File: src/rtl/trig_pkg.sv
// Package: shared constants of the trigger router.
// Holds the register map bases and the fixed source and destination indices.
// Assumes the address bus is wide enough for the highest base plus the output count.
package trig_pkg;
    localparam int A_MASK_BASE = 0;
    localparam int A_DLY_BASE  = 8;
    localparam int A_DBNC      = 16;
    localparam int A_WIDTH     = 17;

    localparam int SRC_NET     = 0;
    localparam int SRC_HDR0    = 1;

    localparam int DST_BB      = 0;
    localparam int DST_AGC     = 1;
    localparam int DST_HDR0    = 2;
endpackage

File: src/rtl/trig_in_cond.sv
// Module: trig_in_cond
// Conditions one trigger source. When SYNC_EN is set, it synchronises the pin
// through two flops and can debounce it: a high level is accepted only after
// HOLD consecutive high samples. It then turns each accepted rising level into
// a one-cycle event. Assumes a SYNC_EN=0 source is already synchronous to clk.
module trig_in_cond #(
    parameter bit SYNC_EN = 1'b1,
    parameter int HOLD    = 4
) (
    input  logic clk,
    input  logic rst_n,
    input  logic pin,
    input  logic dbnc_en,
    output logic ev
);
    localparam int CW = (HOLD > 1) ? $clog2(HOLD) : 1;

    logic lvl;
    logic prev;

    generate
        if (SYNC_EN) begin : g_sync
            logic s1, s2, db;
            logic [CW-1:0] cnt;

            // Two-flop synchroniser for the asynchronous pin.
            always_ff @(posedge clk) begin
                if (!rst_n) begin
                    s1 <= 1'b0;
                    s2 <= 1'b0;
                end else begin
                    s1 <= pin;
                    s2 <= s1;
                end
            end

            // Debounce: count consecutive high samples and accept on the HOLD-th one.
            always_ff @(posedge clk) begin
                if (!rst_n || !s2) begin
                    cnt <= '0;
                    db  <= 1'b0;
                end else begin
                    if (cnt != CW'(HOLD - 1)) cnt <= cnt + 1'b1;
                    db <= db | (cnt == CW'(HOLD - 1));
                end
            end

            // Pick the debounced or the plain synchronised level.
            always_comb lvl = dbnc_en ? db : s2;
        end else begin : g_direct
            logic unused_dbnc;
            always_comb unused_dbnc = dbnc_en;
            // Already synchronous source: used as is.
            always_comb lvl = pin;
        end
    endgenerate

    // Rising-edge detector: one event cycle per accepted rising level.
    always_ff @(posedge clk) begin
        if (!rst_n) begin
            prev <= 1'b0;
            ev   <= 1'b0;
        end else begin
            prev <= lvl;
            ev   <= lvl & ~prev;
        end
    end
endmodule

File: src/rtl/trig_cfg_regs.sv
// Module: trig_cfg_regs
// Holds the configuration registers: per-destination source masks, per-destination
// delays (clamped to DLY_STAGES), per-header debounce enables and the pulse width
// (0 is stored as 1). A write lands at the edge where we is high.
// Assumes DATA_W is at least NUM_IN, DLY_W, NUM_HDR and WID_W.
module trig_cfg_regs #(
    parameter int NUM_HDR    = 4,
    parameter int NUM_IN     = 5,
    parameter int NUM_OUT    = 6,
    parameter int DLY_STAGES = 31,
    parameter int DLY_W      = 5,
    parameter int WID_W      = 4,
    parameter int WID_RST    = 4,
    parameter int ADDR_W     = 5,
    parameter int DATA_W     = 8
) (
    input  logic                               clk,
    input  logic                               rst_n,
    input  logic                               we,
    input  logic [ADDR_W-1:0]                  addr,
    input  logic [DATA_W-1:0]                  wdata,
    output logic [NUM_OUT-1:0][NUM_IN-1:0]     mask,
    output logic [NUM_OUT-1:0][DLY_W-1:0]      dly,
    output logic [NUM_HDR-1:0]                 dbnc_en,
    output logic [WID_W-1:0]                   width
);
    import trig_pkg::*;

    logic [DLY_W-1:0] dly_wr;
    logic [WID_W-1:0] wid_wr;

    // Clamp delay writes to the number of stages.
    always_comb dly_wr = (wdata > DATA_W'(DLY_STAGES)) ? DLY_W'(DLY_STAGES) : wdata[DLY_W-1:0];

    // Width writes of zero become one.
    always_comb wid_wr = (wdata[WID_W-1:0] == '0) ? WID_W'(1) : wdata[WID_W-1:0];

    // Register file: address decode and update.
    always_ff @(posedge clk) begin
        if (!rst_n) begin
            mask    <= '0;
            dly     <= '0;
            dbnc_en <= '0;
            width   <= WID_W'(WID_RST);
        end else if (we) begin
            for (int k = 0; k < NUM_OUT; k++) begin
                if (addr == ADDR_W'(A_MASK_BASE + k)) mask[k] <= wdata[NUM_IN-1:0];
                if (addr == ADDR_W'(A_DLY_BASE + k))  dly[k]  <= dly_wr;
            end
            if (addr == ADDR_W'(A_DBNC))  dbnc_en <= wdata[NUM_HDR-1:0];
            if (addr == ADDR_W'(A_WIDTH)) width   <= wid_wr;
        end
    end
endmodule

File: src/rtl/trig_out_path.sv
// Module: trig_out_path
// One destination path: a STAGES-deep shift register tapped by dly (0 bypasses
// it), then a pulse stretcher that holds the output high for width cycles.
// A new delayed event reloads the stretcher. Assumes dly never exceeds STAGES.
module trig_out_path #(
    parameter int STAGES = 31,
    parameter int DLY_W  = 5,
    parameter int WID_W  = 4
) (
    input  logic             clk,
    input  logic             rst_n,
    input  logic             fire,
    input  logic [DLY_W-1:0] dly,
    input  logic [WID_W-1:0] width,
    output logic             dly_out,
    output logic             out
);
    logic [STAGES-1:0] sr;
    logic [WID_W-1:0]  cnt;

    // Delay line: one stage per cycle.
    always_ff @(posedge clk) begin
        if (!rst_n) sr <= '0;
        else        sr <= {sr[STAGES-2:0], fire};
    end

    // Tap select: zero means no added delay.
    always_comb begin
        if (dly == '0) dly_out = fire;
        else           dly_out = sr[dly - 1'b1];
    end

    // Pulse stretcher: load width on an event, count down to zero.
    always_ff @(posedge clk) begin
        if (!rst_n)           cnt <= '0;
        else if (dly_out)     cnt <= width;
        else if (cnt != '0)   cnt <= cnt - 1'b1;
    end

    // The output is high while the stretcher is loaded.
    always_comb out = (cnt != '0);
endmodule

File: src/rtl/trig_router.sv
// Module: trig_router (top)
// Routes a network trigger and NUM_HDR header pins to the baseband start, the
// AGC start and NUM_HDR header outputs. Each destination has a source mask, a
// delay line and a pulse stretcher. Assumes net_trig is synchronous to clk and
// hdr_in is asynchronous.
module trig_router #(
    parameter int NUM_HDR    = 4,
    parameter int DLY_STAGES = 31,
    parameter int WID_W      = 4,
    parameter int WID_RST    = 4,
    parameter int DB_HOLD    = 4,
    parameter int ADDR_W     = 5,
    parameter int DATA_W     = 8
) (
    input  logic               clk,
    input  logic               rst_n,
    input  logic               net_trig,
    input  logic [NUM_HDR-1:0] hdr_in,
    input  logic               cfg_we,
    input  logic [ADDR_W-1:0]  cfg_addr,
    input  logic [DATA_W-1:0]  cfg_wdata,
    output logic               bb_start,
    output logic               agc_start,
    output logic [NUM_HDR-1:0] hdr_out
);
    import trig_pkg::*;

    localparam int NUM_IN  = NUM_HDR + 1;
    localparam int NUM_OUT = NUM_HDR + 2;
    localparam int DLY_W   = $clog2(DLY_STAGES + 1);

    logic [NUM_IN-1:0]                 pin_vec;
    logic [NUM_IN-1:0]                 dbnc_vec;
    logic [NUM_IN-1:0]                 ev_vec;
    logic [NUM_OUT-1:0][NUM_IN-1:0]    mask_cfg;
    logic [NUM_OUT-1:0][DLY_W-1:0]     dly_cfg;
    logic [NUM_HDR-1:0]                dbnc_cfg;
    logic [WID_W-1:0]                  wid_cfg;
    logic [NUM_OUT-1:0]                fire_vec;
    logic [NUM_OUT-1:0]                dly_out;
    logic [NUM_OUT-1:0]                out_vec;

    // Source vector: bit 0 is the network trigger, the header pins follow.
    always_comb pin_vec  = {hdr_in, net_trig};
    always_comb dbnc_vec = {dbnc_cfg, 1'b0};

    trig_cfg_regs #(
        .NUM_HDR(NUM_HDR), .NUM_IN(NUM_IN), .NUM_OUT(NUM_OUT),
        .DLY_STAGES(DLY_STAGES), .DLY_W(DLY_W), .WID_W(WID_W),
        .WID_RST(WID_RST), .ADDR_W(ADDR_W), .DATA_W(DATA_W)
    ) i_cfg (
        .clk(clk), .rst_n(rst_n), .we(cfg_we), .addr(cfg_addr), .wdata(cfg_wdata),
        .mask(mask_cfg), .dly(dly_cfg), .dbnc_en(dbnc_cfg), .width(wid_cfg)
    );

    generate
        for (genvar i = 0; i < NUM_IN; i++) begin : g_src
            trig_in_cond #(
                .SYNC_EN(i != SRC_NET), .HOLD(DB_HOLD)
            ) i_cond (
                .clk(clk), .rst_n(rst_n), .pin(pin_vec[i]),
                .dbnc_en(dbnc_vec[i]), .ev(ev_vec[i])
            );
        end

        for (genvar k = 0; k < NUM_OUT; k++) begin : g_dst
            // A destination fires when any of its selected sources fires.
            always_comb fire_vec[k] = |(ev_vec & mask_cfg[k]);

            trig_out_path #(
                .STAGES(DLY_STAGES), .DLY_W(DLY_W), .WID_W(WID_W)
            ) i_path (
                .clk(clk), .rst_n(rst_n), .fire(fire_vec[k]), .dly(dly_cfg[k]),
                .width(wid_cfg), .dly_out(dly_out[k]), .out(out_vec[k])
            );
        end
    endgenerate

    // Map the destination vector onto the named outputs.
    always_comb begin
        bb_start  = out_vec[DST_BB];
        agc_start = out_vec[DST_AGC];
        hdr_out   = out_vec[DST_HDR0 +: NUM_HDR];
    end
endmodule

File: config.mk
export PLATFORM = sky130hd
export DESIGN_NAME = trig_router
export DESIGN_NICKNAME = d
export VERILOG_FILES = /design/src/rtl/trig_pkg.sv /design/src/rtl/trig_in_cond.sv /design/src/rtl/trig_cfg_regs.sv /design/src/rtl/trig_out_path.sv /design/src/rtl/trig_router.sv
export SDC_FILE = /design/constraint.sdc
export NUM_CORES = 1
export LEC_CHECK = 0
export BUFFER_PORTS_ARGS = -buffer_cell sky130_fd_sc_hd__clkbuf_2
export CAP_MARGIN = 20
export CORE_UTILIZATION = 35
export DETAILED_ROUTE_END_ITERATION = 12
export GPL_TIMING_DRIVEN = 0
export MAX_ROUTING_LAYER = met4
export PLACE_DENSITY = 0.52
export SLEW_MARGIN = 40
export SYNTH_ARGS = -nofsm -noshare
export SYNTH_HDL_FRONTEND = slang
export SYNTH_SLANG_ARGS = --single-unit
File: constraint.sdc
create_clock -name clk -period 3.6 [get_ports clk]
set_clock_uncertainty 0.15 [all_clocks]
set_input_delay 0.36 -clock clk [delete_from_list [all_inputs] [get_ports clk]]
set_output_delay 0.36 -clock clk [all_outputs]
set_load 0.03 [all_outputs]
==> results_dict.tcl, run 1 <==
set metrics [dict create \
    core-area_mm2 0.0347 \
    area_growth_pct 14.9 \
    grt_setup_unrepaired "no" \
    synthesis.nets 1213 \
    synth_flop_cell "dfxtp_1" \
    fin_crit_ns 3.12 \
    fin_crit_sh_pct 86.6 \
    vias 8216 \
    cp_max_fo 10 \
    clockRootBuffer "clkbuf_16" \
    setup_viol 0 \
    wire_per_inst_um 15.6 \
    dieArea_mm2 0.0362 \
    cts_tree "built" \
    cp_data_required_time_ns 3.87 \
    ios 27 \
    ys_types 43 \
    drc 0 \
    leakagePower_nw 5.81 \
    cts.repair.resized 0 \
    top_layer "met4" \
    clockBufferDepth 3 \
    dieHeight_um 190 \
    drt-initial-drc-count 399 \
    cp-start-kind "flop" \
    cts_buffers 35 \
    final_common_cell "dfxtp_1" \
    met2_length_um 12200 \
    outcome "complete, no violations" \
    antenna_found_initial 0 \
    critPathMaxStageDelay_ns 0.49 \
    drive_above_1_share_pct 11.9 \
    vias_per_cell 4.80 \
    hold_viol 0 \
    ys_seq_elements 308 \
    fillers 3374 \
    cpMaxStageDelayCell "mux4_2" \
    syn_inst 1170 \
    endpoint_kind "flop" \
    multiInputGateArea_mm2 0.00585 \
    diodes 0 \
    fmax_ghz 0.321 \
    hold_path.class "primary input to flop" \
    layout_common_cells "dfxtp_1, and2_1, nand2_1" \
    fin_nets 1276 \
    ys_seq_area_share_pct 49.7 \
    clk_latency_ns 0.51 \
    postRouteAntennaNets 0 \
    tns_ns 0 \
    grt_pass1_vias 8227 \
    yosysTopAreaCell "dfxtp_1" \
    clkTransAtPathRegs_ns 0.06 \
    firstDrtPassIters 5 \
    dp_hpwl_um 18300 \
    crit_path_cell_trace "buf_4 > inv_1 > ha_1 > clkbuf_2 > mux2i_1 > mux4_2 > o21ai_0 > a31oi_1 > a2bb2oi_2 > mux2i_1" \
    tightestPinTransition_ns 0.850 \
    grt-ovfl-total 0 \
    grt_usage_pct 15.7 \
    power_density_mw_per_mm2 575 \
    port_buffers 21 \
    fin_hold_ws_ns 0.0747 \
    crit_path_frequent_cell "mux2i_1" \
    syn_avg_cell_area_um2 10.6 \
    drv_cap 0 \
    start_util_pct 35.7 \
    htree_levels 2 \
    grt_pass1_wl_um 43900 \
    row_count 68 \
    syn_area_mm2 0.0124 \
    wirelength_um 26600 \
    synthTopCellsByArea "dfxtp_1, and2_1, mux2i_1, mux4_2, nand2_1" \
    crit_arrival_ns 3.39 \
    async_flop_share_pct 0 \
    ctsHoldBuffers 5 \
    relSlewSlack_pct 43.3 \
    wl_met1_um 12900 \
    final-seq-area_mm2 0.00617 \
    grt_max_degree 13 \
    place_congestion 0.779 \
    worst-setup-path-type "flop to flop" \
    yosys_warnings 0 \
    die_x_um 190 \
    netlist.area_leader.share_pct 49.7 \
    peakVddDrop_mv 0.360 \
    wl_met3_um 910 \
    clock-sinks 308 \
    post_cts_buffers 0 \
    slew_violations 0 \
    synth_edf_count 0 \
]
[metrics by stage]
step	area (um^2)	cells	power [mW]	worst slack (ns)	util [%]
after global placement	13100	1646	4.82	0.486	37.7
after floorplan	12400	1170	4.57	1.03	-
after detailed placement	13100	1646	4.83	0.458	37.7
after CTS	14200	1711	8.32	0.428	41.0
final	14200	1711	8.20	0.482	41.0
after global routing	14200	1711	8.62	0.226	41.0
[kinds of logic after synthesis]
kind of cell	share of synthesized area (%)
fa+ha+maj	2.22
simple gates	19.0
xor+xnor	2.34
buf+inv	3.14
compound gates	9.55
mux	14.0
flops	49.7
[worst max-delay path: cells and delay by family (launching register included)]
kind	cells	cell delay (ns)
adders and majority gates	1	0.29
DFF	1	0.40
muxes	3	0.89
buffers and inverters	3	0.55
AOI/OAI and AO/OA	3	0.72
[Yosys cell counts (all sizes together), types with 13 or more instances]
cell type,instances
and2,195
clkbuf,46
o211a,30
nor2b,21
mux2i,80
mux4,37
dfxtp,308
a21oi,16
buf,13
nor2,42
o21ai,17
ha,22
nand3,35
nand2,116
a21boi,27
inv,31
xor2,16
nor3,15
[registers in the layout, summed over array words and instances, names as in the netlist]
name,cells
g_src.i_cond.ev,5
g_src.i_cond.g_sync.cnt,8
g_src.i_cond.g_sync.s2,4
g_src.i_cond.g_sync.s1,4
i_cfg.mask,30
i_cfg.dly,30
g_dst.i_path.cnt,24
g_src.i_cond.prev,5
i_cfg.dbnc_en,4
i_cfg.width,4
g_dst.i_path.sr,186
g_src.i_cond.g_sync.db,4
[power breakdown]
group          switching (mW)  internal [mW]
Clock                    1.36           2.08
Combinational           0.637          0.472
Sequential              0.104           3.54
Total                    2.11           6.09
[path summary, 6_finish.rpt]
| kind | slack (ns) | cells past startpoint | to | start |
|---|---|---|---|---|
| min reg2reg | 0.23 | 1 | g_src[3].i_cond.ev | g_src[3].i_cond.prev |
| max | 0.48 | 10 | g_dst[4].i_path.cnt[2] | i_cfg.dly[20] |
| max reg2reg | 0.48 | 10 | g_dst[4].i_path.cnt[2] | i_cfg.dly[20] |
| min | 0.07 | 3 | i_cfg.mask[14] | cfg_wdata[4] |
[area by class of cell]
type	count	area share, %
well taps	455	4.00
multi-input cells	772	41.0
plain buffers	59	1.91
repair buffers	26	1.09
clock inverters	5	0.193
flip-flops and latches	308	43.3
clock buffers	55	7.68
inverters	31	0.817
[per-layer routing]
layer / vias to the layer above / track usage [%]
li1: 4146 / -
met1: 3922 / 20.4
met2: 100 / 24.7
met3: 48 / 2.71
met4: 0 / 4.77
met5: - / -
Power figures use the tool's default switching activity.
==> inputs of run 2 (changes only) <==
Settings changed: CELL_PAD_IN_SITES_DETAIL_PLACEMENT from default to 0, CELL_PAD_IN_SITES_GLOBAL_PLACEMENT from default to 1, PLACE_DENSITY 0.52 to 0.61, RECOVER_POWER from default to 100.
==> run 2 against run 1 <==
Against the previous run: global-route usage increased by 0.47 points; sequential share of layout area decreased by 0.14 points; routed wire length increased by 2.5%; combinational power about the same; critical endpoint is now g_dst[0].i_path.cnt[3]; largest cell class unchanged; largest power group is now the clock network.
==> results_dict.tcl, run 2 (synthesized netlist as in run 1, its figures left out) <==
set metrics [dict create \
    outcome "complete, no violations" \
    cp-start-kind "flop" \
    fin_crit_ns 3.27 \
    switchingPower_mw 2.12 \
    power_density_mw_per_mm2 588 \
    vias_per_cell 4.80 \
    cp_data_required_time_ns 3.89 \
    place_congestion 0.748 \
    dp_hpwl_um 18700 \
    hold_viol 0 \
    cpMaxStageDelayCell "a2bb2oi_1" \
    start_util_pct 35.7 \
    vias 8209 \
    cts_tree "built" \
    core-area_mm2 0.0347 \
    dieArea_mm2 0.0362 \
    cts_buffers 36 \
    worst_slack_ns 0.334 \
    seqPwrFrac_pct 43.4 \
    worst-setup-path-type "flop to flop" \
    top_regs "g_dst.i_path.sr x186, i_cfg.dly x30, i_cfg.mask x30" \
    drt-initial-drc-count 294 \
    htree_levels 2 \
    crit_path_cell_trace "buf_4 > inv_1 > ha_1 > clkbuf_2 > mux2i_1 > mux4_2 > o21ai_0 > a31oi_1 > a2bb2oi_1 > mux2i_1" \
    grt_setup_unrepaired "no" \
    largest_register_ffs 186 \
    tns_ns 0 \
    p_clk_share_pct 43.7 \
    endpoint_kind "flop" \
    grt-ovfl-total 0 \
    dieHeight_um 190 \
    area_growth_pct 15.3 \
    clkTransAtPathRegs_ns 0.06 \
    clockRootBuffer "clkbuf_16" \
    die_x_um 190 \
    fin_crit_sh_pct 90.7 \
    port_buffers 21 \
    diodes 0 \
    top_register "g_dst.i_path.sr" \
    pre_cts_slack_ns 0.369 \
    fmax_ghz 0.306 \
    wire_per_inst_um 16.0 \
    leakagePower_nw 5.72 \
    crit_arrival_ns 3.56 \
    tightestPinTransition_ns 0.906 \
    slew_violations 0 \
    clock-sinks 308 \
    clockBufferDepth 3 \
    comb_power_share_pct 12.9 \
    relSlewSlack_pct 39.6 \
    peakVddDrop_mv 0.423 \
    fin_nets 1277 \
    row_count 68 \
    critPathMaxStageDelay_ns 0.61 \
    hold_path.class "primary input to flop" \
    internal-power_mw 6.29 \
    grt_pass1_vias 8387 \
    grt_usage_pct 16.1 \
    postRouteAntennaNets 0 \
    grt_pass1_wl_um 44600 \
    cp_max_fo 10 \
    setup_viol 0 \
    drc 0 \
    crit_path_frequent_cell "mux2i_1" \
    drive_above_1_share_pct 10.9 \
    layout_common_cells "dfxtp_1, nand2_1, and2_1" \
    final_common_cell "dfxtp_1" \
    ios 27 \
    clk_latency_ns 0.52 \
    fillers 3401 \
    grt_max_degree 13 \
    antenna_found_initial 2 \
    switching_share_pct 25.2 \
    wirelength_um 27300 \
    drv_cap 0 \
    firstDrtPassIters 5 \
]
-- run 2: cell count changes in the layout (fill, tap and decap cells not counted), moves of 3 or more --
| cell | previous run | this run |
|---|---|---|
| and2_0 | 0 | 83 |
| and2_1 | 195 | 112 |
| bufinv_16 | 0 | 3 |
| clkbuf_1 | 49 | 58 |
| clkbuf_2 | 26 | 19 |
| clkinv_2 | 4 | 1 |
-- run 2: what timing repair did --
action / 4_1_cts / 5_1_grt
setup buffers: 0 / 0
gates resized for setup: 0 / 0
endpoints found under the setup margin: 0 / 0
hold buffers: 5 / 0
endpoints found under the hold margin: 5 / 0
-- run 2: final timing paths --
| path | startpoint | to | slack [ns] | cells after the start |
|---|---|---|---|---|
| setup / recovery | i_cfg.dly[0] | g_dst[0].i_path.cnt[3] | 0.33 | 10 |
| hold / removal | cfg_wdata[4] | i_cfg.mask[9] | 0.09 | 3 |
| setup reg to reg | i_cfg.dly[0] | g_dst[0].i_path.cnt[3] | 0.33 | 10 |
| hold reg to reg | g_src[1].i_cond.prev | g_src[1].i_cond.ev | 0.23 | 1 |
-- run 2: final cells by class --
| class | count | area [um^2] | share of cell area, % |
|---|---|---|---|
| Inverter | 31 | 116 | 0.814 |
| Multi-Input combinational cell | 772 | 5830 | 40.8 |
| Buffer | 59 | 265 | 1.86 |
| Clock buffer | 53 | 1090 | 7.60 |
| Tap cell | 455 | 569 | 3.98 |
| Timing Repair Buffer | 26 | 144 | 1.01 |
| Sequential cell | 308 | 6170 | 43.1 |
| Clock inverter | 6 | 113 | 0.788 |
-- run 2: layer usage --
metal / global-route usage (%) / up-vias / share of wire (%)
met5: - / - / 0
met4: 4.74 / 0 / 2.0
met3: 2.99 / 43 / 3.8
met2: 25.4 / 111 / 45
met1: 21.1 / 3903 / 49
li1: - / 4152 / -
-- run 2: power by group through the flow --
stage / Combinational [mW] / Sequential, mW / Clock, mW
2_1_floorplan: 0.879 / 3.69 / 0
3_3_place_gp: 1.11 / 3.72 / 0
3_5_place_dp: 1.10 / 3.72 / 0
4_1_cts: 1.12 / 3.65 / 3.80
5_1_grt: 1.23 / 3.67 / 3.93
6_report: 1.09 / 3.65 / 3.67
-- run 2: worst max-delay path, delay by kind of cell, from the launching register on --
kind	cells	cell delay, ns
AOI/OAI and AO/OA	3	0.84
adders and majority gates	1	0.29
buffers and inverters	3	0.58
DFF	1	0.40
muxes	3	0.93
-- run 2: metrics by stage --
step / cells / power (mW) / hold slack, ns / cell area (um^2) / utilization (%)
floorplan: 1170 / 4.57 / 0.217 / 12400 / -
global placement: 1646 / 4.83 / 0.223 / 13100 / 37.7
finish: 1710 / 8.41 / 0.0885 / 14300 / 41.2
detailed placement: 1646 / 4.83 / 0.222 / 13100 / 37.7
CTS: 1710 / 8.57 / 0.0644 / 14300 / 41.3
global route: 1710 / 8.82 / 0.0807 / 14300 / 41.2
